File: config.mk
export PLATFORM = sky130hd
export DESIGN_NAME = dsk_csr
export DESIGN_NICKNAME = d
export VERILOG_FILES = /design/src/rtl/dsk_csr_pkg.sv /design/src/rtl/dsk_csr_decode.sv /design/src/rtl/dsk_csr_fsm.sv /design/src/rtl/dsk_csr_regs.sv /design/src/rtl/dsk_csr.sv
export SDC_FILE = /design/constraint.sdc
export NUM_CORES = 1
export LEC_CHECK = 0
export ABC_AREA = 1
export BUFFER_PORTS_ARGS = -buffer_cell sky130_fd_sc_hd__buf_2
export CAP_MARGIN = 20
export CORE_UTILIZATION = 55
export DETAILED_ROUTE_END_ITERATION = 8
export GPL_TIMING_DRIVEN = 0
export HOLD_SLACK_MARGIN = 0.15
export PLACE_DENSITY = 0.85
export REMOVE_ABC_BUFFERS = 1
export SLEW_MARGIN = 5
export SYNTH_ARGS = -nofsm -noshare
export SYNTH_HDL_FRONTEND = slang
export SYNTH_SLANG_ARGS = --single-unit
export TNS_END_PERCENT = 30
File: constraint.sdc
create_clock -name clk -period 5.7 [get_ports clk]
set_clock_uncertainty 0.15 [all_clocks]
set_input_delay 1.71 -clock clk [delete_from_list [all_inputs] [get_ports clk]]
set_output_delay 1.71 -clock clk [all_outputs]
set_load 0.01 [all_outputs]
File: src/rtl/dsk_csr_pkg.sv
package dsk_csr_pkg;

    // status word bit positions (decoded by software, kept fixed)
    localparam int B_SUMM = 17;
    localparam int B_HWE  = 16;
    localparam int B_NXD  = 10;
    localparam int B_DCH  = 9;
    localparam int B_PGE  = 8;
    localparam int B_DONE = 7;
    localparam int FN_HI  = 2;
    localparam int FN_LO  = 1;
    localparam int B_IE   = 0;
    localparam int ERR_N  = B_HWE - B_DCH + 1;

    typedef enum logic [1:0] {
        FN_NOP   = 2'd0,
        FN_READ  = 2'd1,
        FN_WRITE = 2'd2,
        FN_CHECK = 2'd3
    } func_e;

    typedef enum logic [1:0] {
        ST_IDLE    = 2'd0,
        ST_REQUEST = 2'd1,
        ST_ACTIVE  = 2'd2
    } ctl_state_e;

    typedef struct packed {
        logic skip_test;
        logic ctl_clear;
        logic fn_clear;
        logic rd_buf;
        logic rd_alo;
        logic fn_xor;
        logic rd_ahi;
        logic rd_stat;
        logic err_clear;
        logic ld_buf;
        logic ld_alo;
        logic go;
        logic ld_ahi;
    } csr_cmd_t;

endpackage

File: src/rtl/dsk_csr_decode.sv
module dsk_csr_decode
    import dsk_csr_pkg::*;
(
    input  logic       strobe,
    input  logic       dev,
    input  logic [2:0] pulse,
    input  logic [1:0] subop,
    output csr_cmd_t   cmd
);

    always_comb begin
        cmd = '0;
        if (strobe) begin
            if (!dev) begin
                if (pulse[0]) begin
                    unique case (subop)
                        2'd0:    cmd.skip_test = 1'b1;
                        2'd1:    cmd.ctl_clear = 1'b1;
                        2'd2:    cmd.fn_clear  = 1'b1;
                        default: ;
                    endcase
                end
                if (pulse[1]) begin
                    unique case (subop)
                        2'd0:    cmd.rd_buf = 1'b1;
                        2'd1:    cmd.rd_alo = 1'b1;
                        2'd2:    cmd.fn_xor = 1'b1;
                        default: cmd.rd_ahi = 1'b1;
                    endcase
                end
                if (pulse[2]) begin
                    unique case (subop)
                        2'd0:    cmd.ld_buf = 1'b1;
                        2'd1:    cmd.ld_alo = 1'b1;
                        2'd2:    cmd.go     = 1'b1;
                        default: cmd.ld_ahi = 1'b1;
                    endcase
                end
            end else if (pulse[1]) begin
                unique case (subop)
                    2'd2:    cmd.err_clear = 1'b1;
                    2'd3:    cmd.rd_stat   = 1'b1;
                    default: ;
                endcase
            end
        end
    end

endmodule

File: src/rtl/dsk_csr_fsm.sv
module dsk_csr_fsm
    import dsk_csr_pkg::*;
(
    input  logic       clk,
    input  logic       rst_n,
    input  logic       ctl_clear,
    input  logic       launch,
    input  logic       xfer_busy,
    output logic       start_req,
    output logic       blocked,
    output ctl_state_e state
);

    ctl_state_e state_d;

    always_ff @(posedge clk) begin
        if (!rst_n) state <= ST_IDLE;
        else        state <= state_d;
    end

    always_comb begin
        state_d = state;
        if (ctl_clear) begin
            state_d = ST_IDLE;
        end else begin
            unique case (state)
                ST_IDLE:    if (launch)     state_d = ST_REQUEST;
                ST_REQUEST: if (xfer_busy)  state_d = ST_ACTIVE;
                ST_ACTIVE:  if (!xfer_busy) state_d = ST_IDLE;
                default:                    state_d = ST_IDLE;
            endcase
        end
    end

    always_comb begin
        start_req = (state == ST_REQUEST);
        blocked   = (state != ST_IDLE);
    end

endmodule

File: src/rtl/dsk_csr_regs.sv
module dsk_csr_regs
    import dsk_csr_pkg::*;
#(
    parameter int WORD_W = 18,
    parameter int ADDR_W = 21,
    parameter int PLAT_W = 4
) (
    input  logic              clk,
    input  logic              rst_n,
    input  csr_cmd_t          cmd,
    input  logic              blocked,
    input  logic [WORD_W-1:0] wdata,
    input  logic [PLAT_W-1:0] platters,
    input  logic              xfer_done,
    input  logic [ERR_N-1:0]  xfer_flags,
    output logic              launch,
    output logic [WORD_W-1:0] rdata,
    output logic              skip,
    output logic [WORD_W-1:0] status,
    output logic [ADDR_W-1:0] disk_addr
);

    localparam int ALO_W = WORD_W;
    localparam int AHI_W = ADDR_W - ALO_W;
    localparam int CMP_W = AHI_W + PLAT_W;

    logic [WORD_W-1:0] stat_q, stat_d;
    logic [ADDR_W-1:0] addr_q, addr_d;
    logic [WORD_W-1:0] buf_q, buf_d;
    logic [WORD_W-1:0] rd_d;
    logic              sk_d;
    logic              blk;
    logic [CMP_W-1:0]  hi_ext, plat_ext;

    always_comb begin
        stat_d   = stat_q;
        addr_d   = addr_q;
        buf_d    = buf_q;
        rd_d     = '0;
        sk_d     = 1'b0;
        blk      = blocked;
        launch   = 1'b0;
        hi_ext   = CMP_W'(wdata[AHI_W-1:0]);
        plat_ext = CMP_W'(platters);

        // test phase
        if (cmd.skip_test)
            sk_d = (|stat_q[B_HWE:B_NXD]) | stat_q[B_DONE];
        if (cmd.ctl_clear) begin
            stat_d = '0;
            addr_d = '0;
            buf_d  = '0;
            blk    = 1'b0;
        end
        if (cmd.fn_clear) begin
            if (blk) stat_d[B_PGE] = 1'b1;
            else     stat_d[FN_HI:B_IE] = '0;
        end

        // read phase
        if (cmd.rd_buf || cmd.rd_alo || cmd.fn_xor || cmd.rd_ahi) begin
            if (blk) begin
                stat_d[B_PGE] = 1'b1;
            end else begin
                if (cmd.rd_buf) rd_d = buf_d;
                if (cmd.rd_alo) rd_d = WORD_W'(addr_d[ALO_W-1:0]);
                if (cmd.fn_xor)
                    stat_d[FN_HI:B_IE] = stat_d[FN_HI:B_IE] ^ wdata[FN_HI:B_IE];
                if (cmd.rd_ahi) begin
                    rd_d[AHI_W-1:0] = addr_d[ADDR_W-1:ALO_W];
                    rd_d[AHI_W]     = stat_d[B_NXD];
                end
            end
        end
        if (cmd.err_clear) begin
            if (blk) begin
                stat_d[B_PGE] = 1'b1;
            end else begin
                stat_d = '0;
                stat_d[FN_HI:B_IE] = stat_q[FN_HI:B_IE];
            end
        end
        if (cmd.rd_stat) begin
            if (blk) stat_d[B_PGE] = 1'b1;
            rd_d         = stat_d;
            rd_d[B_SUMM] = |stat_d[B_HWE:B_NXD];
        end

        // load phase
        if (cmd.ld_buf || cmd.ld_alo || cmd.go || cmd.ld_ahi) begin
            if (blk) begin
                stat_d[B_PGE] = 1'b1;
            end else begin
                if (cmd.ld_buf) buf_d = wdata;
                if (cmd.ld_alo) addr_d[ALO_W-1:0] = wdata[ALO_W-1:0];
                if (cmd.go) begin
                    stat_d[B_DONE] = 1'b0;
                    if (stat_d[FN_HI:FN_LO] != FN_NOP) launch = 1'b1;
                end
                if (cmd.ld_ahi) begin
                    addr_d[ADDR_W-1:ALO_W] = wdata[AHI_W-1:0];
                    if (hi_ext >= plat_ext) stat_d[B_NXD] = 1'b1;
                end
            end
        end

        // sequencer events
        stat_d[B_HWE:B_DCH] = stat_d[B_HWE:B_DCH] | xfer_flags;
        if (xfer_done) stat_d[B_DONE] = 1'b1;

        // bits that are never stored
        stat_d[B_SUMM]         = 1'b0;
        stat_d[B_DONE-1:FN_HI+1] = '0;
    end

    always_ff @(posedge clk) begin
        if (!rst_n) begin
            stat_q <= '0;
            addr_q <= '0;
            buf_q  <= '0;
            rdata  <= '0;
            skip   <= 1'b0;
        end else begin
            stat_q <= stat_d;
            addr_q <= addr_d;
            buf_q  <= buf_d;
            rdata  <= rd_d;
            skip   <= sk_d;
        end
    end

    always_comb begin
        status         = stat_q;
        status[B_SUMM] = |stat_q[B_HWE:B_NXD];
        disk_addr      = addr_q;
    end

endmodule

File: src/rtl/dsk_csr.sv
module dsk_csr
    import dsk_csr_pkg::*;
#(
    parameter int WORD_W = 18,
    parameter int ADDR_W = 21,
    parameter int PLAT_W = 4
) (
    input  logic              clk,
    input  logic              rst_n,
    input  logic              io_strobe,
    input  logic              io_dev,
    input  logic [2:0]        io_pulse,
    input  logic [1:0]        io_subop,
    input  logic [WORD_W-1:0] io_wdata,
    output logic [WORD_W-1:0] io_rdata,
    output logic              io_skip,
    output logic              irq,
    output logic              start_req,
    output logic [1:0]        xfer_func,
    output logic [ADDR_W-1:0] disk_addr,
    input  logic              xfer_busy,
    input  logic              xfer_done,
    input  logic [ERR_N-1:0]  xfer_flags,
    input  logic [PLAT_W-1:0] platters
);

    csr_cmd_t          cmd;
    logic              launch;
    logic              blocked;
    logic [WORD_W-1:0] status;
    ctl_state_e        ctl_state;

    dsk_csr_decode u_decode (
        .strobe (io_strobe),
        .dev    (io_dev),
        .pulse  (io_pulse),
        .subop  (io_subop),
        .cmd    (cmd)
    );

    dsk_csr_fsm u_fsm (
        .clk       (clk),
        .rst_n     (rst_n),
        .ctl_clear (cmd.ctl_clear),
        .launch    (launch),
        .xfer_busy (xfer_busy),
        .start_req (start_req),
        .blocked   (blocked),
        .state     (ctl_state)
    );

    dsk_csr_regs #(
        .WORD_W (WORD_W),
        .ADDR_W (ADDR_W),
        .PLAT_W (PLAT_W)
    ) u_regs (
        .clk        (clk),
        .rst_n      (rst_n),
        .cmd        (cmd),
        .blocked    (blocked),
        .wdata      (io_wdata),
        .platters   (platters),
        .xfer_done  (xfer_done),
        .xfer_flags (xfer_flags),
        .launch     (launch),
        .rdata      (io_rdata),
        .skip       (io_skip),
        .status     (status),
        .disk_addr  (disk_addr)
    );

    always_comb begin
        xfer_func = status[FN_HI:FN_LO];
        irq       = (status[B_SUMM] | status[B_DONE]) & status[B_IE];
    end

endmodule

==> metrics.md, run 1 <==
| Metric | Value |
|---|---|
| DIE AREA | approximately 6400 um2 |
| Met2 Wirelength | between 4000 and 5000 um |
| Crit-path max FO | 32 |
| Max stage delay on crit path | 0.67 ns |
| Syn Inst Count | 468 |
| Max-slew violation count | 0 |
| Worst-path cell chain | buf_2, inv_1, nand2_2, nor2_4, nor2_2, nor2_2, inv_2, nor2_4, inv_2, o21ai_0, nor2_1 |
| Register area share after synthesis | 43.86% |
| Hold Vio Cnt, Final | 0 |
| First-pass GRT wire length | 13630 um |
| Syn. warnings | 0 |
| Met1 WL | 3717 um |
| Post-CTS Hold Buffers | 0 |
| Core Region | 5675 um2 |
| Psw | 250.6 uW |
| Max_slew headroom | 24.78% |
| CP Capture Type | flip-flop |
| Share of cells above drive strength 1 | 21.18% |
| Seq cells post-synth | 73 |
| Max cap viols | 0 |
| Peak Freq | 245.2 MHz |
| Rows | 27 |
| Drt wl/cell | 14.02 um |
| First DRT Iteration DRCs | 180 |
| Most frequent cells in the layout | nor2_1 (92), buf_2 (84), dfxtp_1 (73) |
| Vias | 3343 |
| Post-synth EDFFs | 0 |
| Vias in the first global route | roughly 3000 |
| Port Buffer Count | 84 |
| Gr usage total | 27.97% |
| CP Class | input port to flip-flop |
| Slowest cell on crit path | nor2_4 |
| CTS resizes | 0 |
| Lkg Pwr | 0.001810 uW |
| Root Driver | clkbuf_8 |
| CTS tree | done |
| CP required | 5.79 ns |
| H-tree levels | 3 |
| Outcome | completed |
| Peak supply drop | 209.7 uV |
| WHS | roughly 0.32 ns |
| RSZ-0062 raised after global routing | false |
| Fin crit share | 71.54% |
| Initial DRT Pass Iterations | 5 |
| ANT nets after route | 0 |
| Setup_tns | 0 ns |
| Drt total wl | 8622 um |
| Wire length on met3 | 520 um |
| Largest net degree at the start of global routing | 46 |
| Sw Share | around 26% |
| Dpl hpwl | slightly below 6000 um |
| Nature of the critical path startpoint | input port |
| Initial core utilization | ~59% |
| Drc violations | 0 |
| Initial antenna violation count | 0 |
| Die X | 79.84 um |
| Clock Tree Buf Depth | 2 |
| Worst-Margin Slew | about 1.1 ns |
| Top FF cell, synth | dfxtp_1 |
| # Post-CTS Setup Buffers | 0 |
| Area delta synth->final | 16.90% |
| Clock Sink Count | 73 |
| Vias per cell | 5.436 |
| Num ports | 85 |
| Clock power share | 37.6% |
| RD Place Congestion | 0.8663 |
| Power Dens Cells | 251.9 nW/um2 |
| Worst-Skew Late Latency | about 0.34 ns |
| Ys async rst share | 0% |
| Netlist cell types | 33 |
| Seq pwr share | 53.6% |
| Clock buffer count from CTS | 9 |
| CTS clock-pin slew for the worst setup and hold paths | roughly 0.07 ns |
| Worst Path Arrival | 4.16 ns |
| Syn Std Cell Area | around 3300 um2 |
| Final setup fails | 0 |
| Internal power | 730.5 uW |
| Hold Crit Class | flip-flop to flip-flop |
| Synthesized area per cell | between 7 and 8 um2 |
| Layout net count | a little under 600 |
| Global route overflow | 0 |
| Comb pwr share | approximately 8.8% |
| Period minus WS final | 4.078 ns |
| Max Used Layer | met4 |
| Chip Height | 79.84 um |
| Commonest non-fill, non-tap cell in the layout | nor2_1 |
| Antenna cells | 0 |
-- final timing paths --
check	start	end	slack (ns)	depth (start not counted)
worst max-delay path	io_subop[1]	u_regs.disk_addr[17]$_SDFF_PN0_	1.62	11
worst min-delay path	u_regs.buf_q[3]$_SDFF_PN0_	u_regs.buf_q[3]$_SDFF_PN0_	0.32	2
worst max register to register	u_fsm.state[1]$_SDFFE_PP0P_	u_regs.disk_addr[17]$_SDFF_PN0_	3.36	8
worst min register to register	u_regs.buf_q[3]$_SDFF_PN0_	u_regs.buf_q[3]$_SDFF_PN0_	0.32	2
-- synthesized netlist by cell type (8+ instances only) --
cell type	number	share of area, %
a21oi_1	38	5.7
a22oi_1	10	2.3
buf_2	10	1.5
clkbuf_1	8	0.90
dfxtp_1	73	44
inv_1	63	7.1
nand2_1	47	5.3
nand3_1	28	4.2
nor2_1	92	10
o21ai_0	26	3.9
o21ai_1	21	3.2
o22ai_1	9	1.7
-- cells by family (layout without fill, tap and decap cells) --
logic type	Yosys count	count (layout)	share of synthesized area, %
AO/OA/AOI/OAI	112	112	18.63
XOR/XNOR	1	1	0.2629
adder cells (fa/ha/maj)	3	3	1.127
buffers and inverters	93	168	11.53
flip-flops	73	73	43.86
AND/OR/NAND/NOR	186	186	24.60
-- metal layers --
layer | vias to the layer above | track usage (%)
met5 | - | 0
met4 | 0 | 10.00
met3 | 15 | 6.286
met2 | 147 | 48.12
met1 | 1524 | 34.02
li1 | 1657 | -
-- area by class of cell --
| type | count | area [um2] |
|---|---|---|
| clock inverters | 5 | 30.03 |
| fillers | 511 | 1780 |
| clock buffers | 11 | 151.4 |
| flip-flops and latches | 73 | 1461 |
| inverters | 68 | 255.2 |
| repair buffers | 84 | 420.4 |
| multi-input cells | 302 | 1486 |
| well taps | 72 | 90.09 |
-- through the flow --
| step | cell area (um2) | instances | power [uW] | setup WS, ns | util, % |
|---|---|---|---|---|---|
| 2_1_floorplan | 3203 | 443 | 582.5 | 2.134 | - |
| 3_3_place_gp | 3714 | 599 | 620.5 | 1.280 | 65.43 |
| 3_5_place_dp | 3714 | 599 | 622.6 | 1.256 | 65.43 |
| 4_1_cts | 3895 | 615 | 982.7 | 1.613 | 68.63 |
| 5_1_grt | 3895 | 615 | 1020 | 1.394 | 68.63 |
| 6_report | 3895 | 615 | 981.1 | 1.622 | 68.63 |
-- power groups by stage --
| stage | clock network (uW) | registers (uW) | logic (uW) |
|---|---|---|---|
| finish | 369 | 526 | 86.0 |
| global route | 397 | 527 | 95.8 |
| CTS | 372 | 526 | 85.2 |
| detailed placement | 0 | 538 | 84.8 |
| global placement | 0 | 537 | 83.1 |
| floorplan | 0 | 539 | 43.8 |
-- worst max-delay path, delay by kind of cell --
family / cells / cell delay, ns
buf+inv: 4 / 0.58
simple gates: 6 / 1.66
compound gates: 1 / 0.21
-- registers in the layout (all words and copies together), names as in the netlist --
register and cells:
u_regs.disk_addr 21, u_regs.skip 1, u_regs.rdata 18, u_regs.stat_q 13, u_fsm.state 2, u_regs.buf_q 18
(Power assumes the default switching activity.)
==> inputs of run 2 (changes only) <==
Settings changed: CORE_UTILIZATION 55 to 48, PLACE_DENSITY 0.85 to 0.79.
Clock period 5.7 ns to 3.55 ns, I/O delays scaled along.
==> run 2 against run 1 <==
Cell area rose by 0.77%. Wire length is 3.1% higher. Sequential power up 61%. Hold slack got worse by 0.0039 ns. Total power grew 64%. Core utilization shrank 8.5 points. Sequential share of layout area decreased by 0.29 points. Non-clock buffer count up 1. Via count is 0.45% higher. Clock power increased by 70%. Sequential cell count unchanged. Highest routed layer unchanged.
==> metrics.md, run 2 (synthesized netlist as in run 1, its figures left out) <==
| Metric | Value |
|---|---|
| Total Power | between 1500 and 2000 uW |
| Hold Crit Class | flip-flop to flip-flop |
| Area delta synth->final | 17.80% |
| Nature of the critical path startpoint | input port |
| Max_slew headroom | 26.36% |
| Drc violations | 0 |
| Vias per cell | 5.416 |
| Final setup fails | 0 |
| Most frequent cells in the layout | nor2_1 (92), buf_2 (84), dfxtp_1 (73) |
| Clock Sink Count | 73 |
| Period minus WS final | about 3.2 ns |
| CTS clock-pin slew for the worst setup and hold paths | 0.07 ns |
| Rows | 29 |
| Filler cells | between 600 and 700 |
| Area post-placement | approximately 3700 um2 |
| Initial core utilization | 51.02% |
| Fin crit share | 90.16% |
| Initial antenna violation count | 0 |
| Worst-Skew Late Latency | 0.35 ns |
| Most used cell, CP | inv_2 |
| Reg-to-reg slack, setup | 1.24 ns |
| Max reg flops | 21 |
| Hold Vio Cnt, Final | 0 |
| Worst path bufs/invs | 4 |
| Worst Path Arrival | around 3.3 ns |
| H-tree levels | 3 |
| Final instance area | 3925 um2 |
| Internal power | approximately 1200 uW |
| Power Dens Cells | 410.9 nW/um2 |
| Initial DRT Pass Iterations | 5 |
| DIE AREA | 7279 um2 |
| Root Driver | clkbuf_8 |
| Worst-path cell chain | buf_2, inv_2, nand3_4, nor2_4, nor2_2, nor2_2, inv_2, nor2_4, inv_2, o21ai_0, nor2_1 |
| # Post-CTS Setup Buffers | 0 |
| WHS | 0.3190 ns |
| RSZ-0062 raised after global routing | false |
| Die X | 85.32 um |
| Crit-path max FO | 23 |
| Share of cells above drive strength 1 | 20.99% |
| Final std cells w/o fill | 620 |
| Port Buffer Count | 84 |
| CTS tree | done |
| CTS resizes | 0 |
| Vias | 3358 |
| Gr usage total | 24.24% |
| CP delay by family, top | simple AND/OR/NAND/NOR gates |
| Peak Freq | 312.4 MHz |
| Vias in the first global route | 2901 |
| Clock buffer count from CTS | 9 |
| First-pass GRT wire length | 13820 um |
| Peak supply drop | 185.5 uV |
| Max cap viols | 0 |
| Slowest cell on crit path | nor2_4 |
| CP Class | input port to flip-flop |
| ANT nets after route | 0 |
| Psw | 391.9 uW |
| Commonest non-fill, non-tap cell in the layout | nor2_1 |
| Comb pwr share | 8.7% |
| Antenna cells | 0 |
| CP required | approximately 3.7 ns |
| Largest net degree at the start of global routing | between 40 and 50 |
| Global route overflow | 0 |
| Layout net count | roughly 600 |
| Chip Height | 85.32 um |
| Outcome | completed |
| Max-slew violation count | 0 |
| Seq pwr share | 52.4% |
| Clock power share | 39.0% |
| Clock Tree Buf Depth | 2 |
| Drt wl/cell | 14.34 um |
| Num ports | 85 |
| Sw Share | between 20% and 30% |
| First DRT Iteration DRCs | 346 |
| Drt total wl | 8892 um |
| Dpl hpwl | 5969 um |
| Worst-Margin Slew | 1.096 ns |
| Inst Count DP | between 600 and 700 |
| CP Capture Type | flip-flop |
| Max stage delay on crit path | 0.50 ns |
| Setup_tns | 0 ns |
| RD Place Congestion | 0.8629 |
| Lkg Pwr | 0.001819 uW |
| Post-CTS Hold Buffers | 0 |
| Core Region | 6531 um2 |
==> run 2: power groups by stage <==
stage	clock (uW)	sequential (uW)	combinational (uW)
2_1_floorplan	0	865	70.3
3_3_place_gp	0	863	134
3_5_place_dp	0	864	136
4_1_cts	631	845	137
5_1_grt	667	847	156
6_report	628	845	140
==> run 2: per-stage QoR <==
stage,util [%],setup slack (ns)
final,60.10,0.3493
after global routing,60.10,0.1852
after CTS,59.77,0.1497
after detailed placement,56.95,-0.2270
after global placement,56.95,-0.2017
after floorplan,-,0.6293
==> run 2: path summary, 6_finish.rpt <==
check | endpoint | cells past startpoint | from
setup reg to reg | u_regs.disk_addr[17]$_SDFF_PN0_ | 8 | u_fsm.state[1]$_SDFFE_PP0P_
setup / recovery | u_regs.disk_addr[17]$_SDFF_PN0_ | 11 | io_dev
hold reg to reg | u_regs.buf_q[4]$_SDFF_PN0_ | 2 | u_regs.buf_q[4]$_SDFF_PN0_
hold / removal | u_regs.buf_q[4]$_SDFF_PN0_ | 2 | u_regs.buf_q[4]$_SDFF_PN0_
==> run 2: final cells by class <==
| class | instances | area, um2 | area share, % |
|---|---|---|---|
| Multi-Input combinational cell | 303 | 1493 | 38.03 |
| Sequential cell | 73 | 1461 | 37.23 |
| Timing Repair Buffer | 85 | 435.4 | 11.09 |
| Inverter | 68 | 255.2 | 6.503 |
| Clock buffer | 11 | 141.4 | 3.602 |
| Tap cell | 77 | 96.34 | 2.455 |
| Clock inverter | 3 | 42.54 | 1.084 |
==> run 2: metal layers <==
| metal | wire length, um | vias up | track usage, % |
|---|---|---|---|
| li1 | - | 1668 | - |
| met1 | 3825 | 1549 | 32.28 |
| met2 | 4413 | 130 | 40.10 |
| met3 | 505 | 11 | 3.113 |
| met4 | 148 | 0 | 9.545 |
| met5 | 0 | - | 0 |
==> run 2: tightest hold or removal path: cells and delay by family, from the launching register on <==
family / cells / cell delay, ns
flops: 1 / 0.31
simple gates: 1 / 0.06
compound gates: 1 / 0.05
